## src/rtl/irtxLaunchPkg.sv

```systemverilog
package irtxLaunchPkg;

  // Strobes from the control to the datapath
  typedef struct packed {
    logic loadDelay;   // reload delay counter and restart the tick prescaler
  } launchStrobe_t;

  // Conditions from the datapath to the control
  typedef struct packed {
    logic delayDone;   // delay counter at zero
    logic dataReady;   // FIFO content satisfies the threshold rule
  } pathStatus_t;

endpackage

```

## src/rtl/irtxLaunchPath.sv

```systemverilog
module irtxLaunchPath
  import irtxLaunchPkg::*;
#(
  parameter int DELAY_W  = 8,
  parameter int LEVEL_W  = 6,
  parameter int TICK_DIV = 4
) (
  input  logic                clk,
  input  logic                rstN,
  input  launchStrobe_t       strobe,
  input  logic [DELAY_W-1:0]  delayCfg,
  input  logic [LEVEL_W-1:0]  thresholdCfg,
  input  logic [LEVEL_W-1:0]  fifoLevel,
  input  logic                fifoEmpty,
  input  logic                txComplete,
  output pathStatus_t         status
);

  localparam int PRE_W = (TICK_DIV > 1) ? $clog2(TICK_DIV) : 1;

  logic               tick;
  logic [DELAY_W-1:0] delayCnt;

  generate
    if (TICK_DIV > 1) begin : g_prescale
      logic [PRE_W-1:0] preCnt;
      localparam logic [PRE_W-1:0] PRE_LAST = PRE_W'(TICK_DIV - 1);

      always_ff @(posedge clk) begin
        if (!rstN) begin
          preCnt <= '0;
        end else if (strobe.loadDelay || preCnt == PRE_LAST) begin
          preCnt <= '0;
        end else begin
          preCnt <= preCnt + 1'b1;
        end
      end

      assign tick = (preCnt == PRE_LAST);
    end else begin : g_everyCycle
      assign tick = 1'b1;
    end
  endgenerate

  always_ff @(posedge clk) begin
    if (!rstN) begin
      delayCnt <= '0;
    end else if (strobe.loadDelay) begin
      delayCnt <= delayCfg;
    end else if (tick && delayCnt != '0) begin
      delayCnt <= delayCnt - 1'b1;
    end
  end

  logic thrZero;
  logic levelAbove;

  always_comb begin
    thrZero    = (thresholdCfg == '0);
    levelAbove = (fifoLevel > thresholdCfg);
    status.delayDone = (delayCnt == '0);
    status.dataReady = thrZero ? !fifoEmpty : (levelAbove || txComplete);
  end

endmodule

```

## src/rtl/irtxLaunchCtrl.sv

```systemverilog
module irtxLaunchCtrl
  import irtxLaunchPkg::*;
(
  input  logic          clk,
  input  logic          rstN,
  input  logic          txModeEn,
  input  logic          brickMode,
  input  logic          txCmd,
  input  logic          pulseBusy,
  input  logic          frameDone,
  input  logic          eomAck,
  input  pathStatus_t   status,
  output launchStrobe_t strobe,
  output logic          startPulse,
  output logic          frameActiveN,
  output logic          eomFlag,
  output logic          eomIrq
);

  logic armed;
  logic sending;
  logic windowOpen;
  logic startQ;
  logic eomFlagQ;
  logic irqQ;

  logic cmdAccept;
  logic needDelay;
  logic startCond;
  logic doneEvt;
  logic windowEnd;

  always_comb begin
    cmdAccept = txCmd && txModeEn;
    needDelay = !(brickMode && windowOpen);
    doneEvt   = sending && frameDone;
    windowEnd = windowOpen && !brickMode;
    startCond = armed && txModeEn && status.delayDone && status.dataReady
                && !pulseBusy && !sending;
    strobe.loadDelay = cmdAccept && needDelay;
  end

  // Command arming and window tracking
  always_ff @(posedge clk) begin
    if (!rstN) begin
      armed      <= 1'b0;
      windowOpen <= 1'b0;
    end else begin
      if (!txModeEn) begin
        armed <= 1'b0;
      end else if (cmdAccept) begin
        armed <= 1'b1;
      end else if ((startCond && !brickMode) || windowEnd) begin
        armed <= 1'b0;
      end

      if (!brickMode || !txModeEn) begin
        windowOpen <= 1'b0;
      end else if (startCond) begin
        windowOpen <= 1'b1;
      end
    end
  end

  // Frame launch, completion and status
  always_ff @(posedge clk) begin
    if (!rstN) begin
      startQ   <= 1'b0;
      sending  <= 1'b0;
      eomFlagQ <= 1'b0;
      irqQ     <= 1'b0;
    end else begin
      startQ <= startCond;

      if (startCond) begin
        sending  <= 1'b1;
        eomFlagQ <= 1'b0;
      end else if (doneEvt) begin
        sending  <= 1'b0;
        eomFlagQ <= 1'b1;
      end

      if (doneEvt) begin
        irqQ <= 1'b1;
      end else if (eomAck) begin
        irqQ <= 1'b0;
      end
    end
  end

  assign startPulse   = startQ;
  assign frameActiveN = !sending;
  assign eomFlag      = eomFlagQ;
  assign eomIrq       = irqQ;

endmodule

```

## src/rtl/irtxLaunch.sv

```systemverilog
module irtxLaunch
  import irtxLaunchPkg::*;
#(
  parameter int DELAY_W  = 8,
  parameter int LEVEL_W  = 6,
  parameter int TICK_DIV = 4
) (
  input  logic               clk,
  input  logic               rstN,
  input  logic               txModeEn,
  input  logic               brickMode,
  input  logic               txCmd,
  input  logic [DELAY_W-1:0] delayCfg,
  input  logic [LEVEL_W-1:0] thresholdCfg,
  input  logic [LEVEL_W-1:0] fifoLevel,
  input  logic               fifoEmpty,
  input  logic               txComplete,
  input  logic               pulseBusy,
  input  logic               frameDone,
  input  logic               eomAck,
  output logic               startPulse,
  output logic               frameActiveN,
  output logic               eomFlag,
  output logic               eomIrq
);

  launchStrobe_t strobe;
  pathStatus_t   status;

  irtxLaunchPath #(
    .DELAY_W (DELAY_W),
    .LEVEL_W (LEVEL_W),
    .TICK_DIV(TICK_DIV)
  ) u_path (
    .clk         (clk),
    .rstN        (rstN),
    .strobe      (strobe),
    .delayCfg    (delayCfg),
    .thresholdCfg(thresholdCfg),
    .fifoLevel   (fifoLevel),
    .fifoEmpty   (fifoEmpty),
    .txComplete  (txComplete),
    .status      (status)
  );

  irtxLaunchCtrl u_ctrl (
    .clk         (clk),
    .rstN        (rstN),
    .txModeEn    (txModeEn),
    .brickMode   (brickMode),
    .txCmd       (txCmd),
    .pulseBusy   (pulseBusy),
    .frameDone   (frameDone),
    .eomAck      (eomAck),
    .status      (status),
    .strobe      (strobe),
    .startPulse  (startPulse),
    .frameActiveN(frameActiveN),
    .eomFlag     (eomFlag),
    .eomIrq      (eomIrq)
  );

endmodule

```

## config.mk

```make
export PLATFORM = sky130hd
export DESIGN_NAME = irtxLaunch
export DESIGN_NICKNAME = d
export VERILOG_FILES = /design/src/rtl/irtxLaunchPkg.sv /design/src/rtl/irtxLaunchPath.sv /design/src/rtl/irtxLaunchCtrl.sv /design/src/rtl/irtxLaunch.sv
export SDC_FILE = /design/constraint.sdc
export NUM_CORES = 1
export LEC_CHECK = 0
export BUFFER_PORTS_ARGS = -buffer_cell sky130_fd_sc_hd__buf_4
export CORE_UTILIZATION = 50
export DETAILED_ROUTE_END_ITERATION = 8
export PLACE_DENSITY_LB_ADDON = 0.3
export REMOVE_ABC_BUFFERS = 1
export SYNTH_ARGS = -nofsm -noshare
export SYNTH_HDL_FRONTEND = slang
export SYNTH_SLANG_ARGS = --single-unit
```

## constraint.sdc

```tcl
create_clock -name clk -period 3.76 [get_ports clk]
set_clock_uncertainty 0.2 [all_clocks]
set_input_delay 0.752 -clock clk [delete_from_list [all_inputs] [get_ports clk]]
set_output_delay 0.752 -clock clk [all_outputs]
set_load 0.05 [all_outputs]
```

==> summary.md <==
| Metric | Value |
|---|---|
| Synth Instances | 109 |
| Drt first pass iters | 4 |
| Crit path cell chain | buf_4 > inv_1 > ha_1 > and4_1 > a32o_1 > a311oi_1 > a21oi_1 > a31o_2 |
| # DRC | 0 |
| Crit path time final | 2.27 ns |
| Final Hold Fails | 0 |
| Mapped Avg Cell Area | 8.83 um^2 |
| Post-DR wirelength/cell | 12.2 um |
| Num rows | 15 |
| Post-synth top area share | 0.333 |
| Syn-to-layout area delta | 32.0% |
| Clk sinks | 16 |
| Number of global-route vias before repair | 848 |
| Vert. Die Dim | 45.9 um |
| Crit path required time | 3.75 ns |
| I/O Buffers | 33 |
| Placed cell count | 165 |
| Fin crit share | 0.604 |
| Yosys cell types | 36 |
| Slew margin rel. | 0.565 |
| Starting Density | 0.545 |
| Initial antenna violation count | 0 |
| Largest net degree at the start of global routing | 18 |
| Fin. max-slew vios | 0 |
| Max cap viols | 0 |
| Worst slew pin tran | 0.651 ns |
| Worst Path Arrival | 2.26 ns |
| Met3 wire len | 102 um |
| Yosys warnings | 0 |
| RSZ-0062 raised after global routing | no |
| Die X | 45.9 um |
| Htree depth | 1 |
| Final Non-Filler Cells | 169 |
| Layout cell share with drive strength beyond 1 | 0.306 |
| HP Class | reg -> reg |
| TritonCTS clock tree | done |
| Max layer used | met3 |
| Slowest stage cell, crit path | ha_1 |
| Yosys reg bits | 16 |
| Worst setup path class | in -> reg |
| Cell taking the most area after synthesis | dfxtp_1 |
| First-pass GRT wire length | 3530 um |
| Mapped Area | 962 um^2 |
| Dominant synthesized flop cell | dfxtp_1 |
| Setup Buffers After CTS | 0 |
| Total track usage | 0.233 |
| Ant diodes | 0 |
| Hold-fix buffer count after cts | 0 |
| Peak VDD IR | 0.000222 V |
| Nets | 183 |
| Total Die Area | 2100 um^2 |
| Routed Antenna Nets | 0 |
| CP Launch Type | primary input |
| WL met2 | 1080 um |
| CTS Buf Count | 3 |
| RePlAce Congestion | 0.832 |
| Pwr dens | 306 nW/um^2 |
| CTS Buffer Depth | 2 |
| Core area | 1760 um^2 |
| Worst-Skew Late Latency | 0.29 ns |
| Most common cell in the synthesized netlist | dfxtp_1 |
| M1 wire length | 874 um |
| Lkg Pwr | 0.576 nW |
| Worst hold slack | 0.239 ns |
| Status | finished clean |
| Crit end category | register |
| Routed vias | 906 |
| Post-synth EDFFs | 0 |
| Initial DRC Count | 15 |
| Setup violators final | 0 |
| Root buf cell | clkbuf_4 |
| Largest fanout on the critical path | 5 |
| Wirelength, routed | 2060 um |
| Commonest cells in the synthesized netlist | dfxtp_1 (16), inv_1 (12), a21oi_1 (10), nor2_1 (10), ha_1 (8) |
| Synth async-reset ratio | 0 |
| Setup_tns | 0 ns |
| Area contributors post-synth | dfxtp_1 (33%), ha_1 (10%), a21oi_1 (5.2%) |
| Detail Placement HPWL | 1640 um |
| Highest achievable clock rate | 440 MHz |
| DR vias/cell | 5.36 |
| Grt ovf | 0 |
| CTS clk-pin slew, worst paths | 0.10 ns |
| Post-CTS sizing | 0 |
| FILL cells | 159 |
| Top-Level Pins | 34 |
| Register area share after synthesis | 0.333 |
| Delay of the slowest cell on the worst path | 0.29 ns |
-- cells in the final DEF, fill, tap and decap left out, types with 2 or more instances in the layout --
master / Yosys / final
buf_4: 0 / 33
dfxtp_1: 16 / 16
inv_1: 12 / 12
a21oi_1: 10 / 10
nor2_1: 10 / 10
ha_1: 8 / 8
nand2_1: 6 / 6
a211oi_1: 5 / 5
nand3_1: 4 / 4
xor2_1: 4 / 4
clkbuf_4: 0 / 3
nand2b_1: 2 / 2
o21ai_0: 2 / 2
xnor2_1: 2 / 2
nor4b_1: 2 / 2
nand3b_1: 2 / 2
mux2i_1: 2 / 2
-- worst max-delay path, delay by kind of cell --
kind	cells	cell delay, ns
fa+ha+maj	1	0.29
buf+inv	2	0.13
simple gates	1	0.22
compound gates	4	0.88
-- registers in the layout, summed over array words and instances (netlist names) --
signal,count
u_path.delayCnt,8
u_path.g_prescale.preCnt,2
u_ctrl.armed,1
u_ctrl.eomFlag,1
u_ctrl.eomIrq,1
u_ctrl.sending,1
u_ctrl.startPulse,1
u_ctrl.windowOpen,1
-- final cells by class --
cell class / count / area, um^2 / share of cell area
multi-input combinational: 79 / 589 / 0.464
sequential: 16 / 320 / 0.252
timing repair buffer: 33 / 248 / 0.195
inverter: 12 / 45.0 / 0.0355
clock buffer: 4 / 36.3 / 0.0286
tap: 25 / 31.3 / 0.0246
-- path summary, 6_finish.rpt --
path / start / to / slack [ns] / cells after the start
max: thresholdCfg[4] / u_ctrl.armed / 1.49 / 8
min: u_path.g_prescale.preCnt[0] / u_path.g_prescale.preCnt[0] / 0.24 / 1
max reg2reg: u_path.delayCnt[0] / u_path.delayCnt[7] / 1.68 / 7
min reg2reg: u_path.g_prescale.preCnt[0] / u_path.g_prescale.preCnt[0] / 0.24 / 1
-- kinds of logic (layout without fill, tap and decap cells) --
kind of cell | Yosys count | in the layout | share of synthesized area
compound gates | 24 | 24 | 0.165
simple gates | 39 | 39 | 0.268
xor+xnor | 6 | 6 | 0.0546
mux | 2 | 2 | 0.0208
flops | 16 | 16 | 0.333
fa+ha+maj | 8 | 8 | 0.104
buf+inv | 14 | 49 | 0.0546
-- layer usage --
metal,track usage,vias to the layer above
met5,0,-
met1,0.265,412
met4,0.0353,0
li1,-,463
met3,0.0675,0
met2,0.431,31
-- power breakdown --
part | switching [mW] | internal [mW]
clock | 0.0564 | 0.0590
combinational | 0.0371 | 0.0472
sequential | 0.00975 | 0.179
-- through the flow --
step / utilization / setup slack (ns) / area (um^2) / power (mW)
2_1_floorplan: - / 1.37 / 955 / 0.238
5_1_grt: 0.720 / 1.35 / 1270 / 0.410
4_1_cts: 0.720 / 1.49 / 1270 / 0.392
6_report: 0.720 / 1.49 / 1270 / 0.388
3_5_place_dp: 0.699 / 1.18 / 1230 / 0.277
3_3_place_gp: 0.699 / 1.22 / 1230 / 0.272
Note: power is estimated with default switching activity, not from simulation.
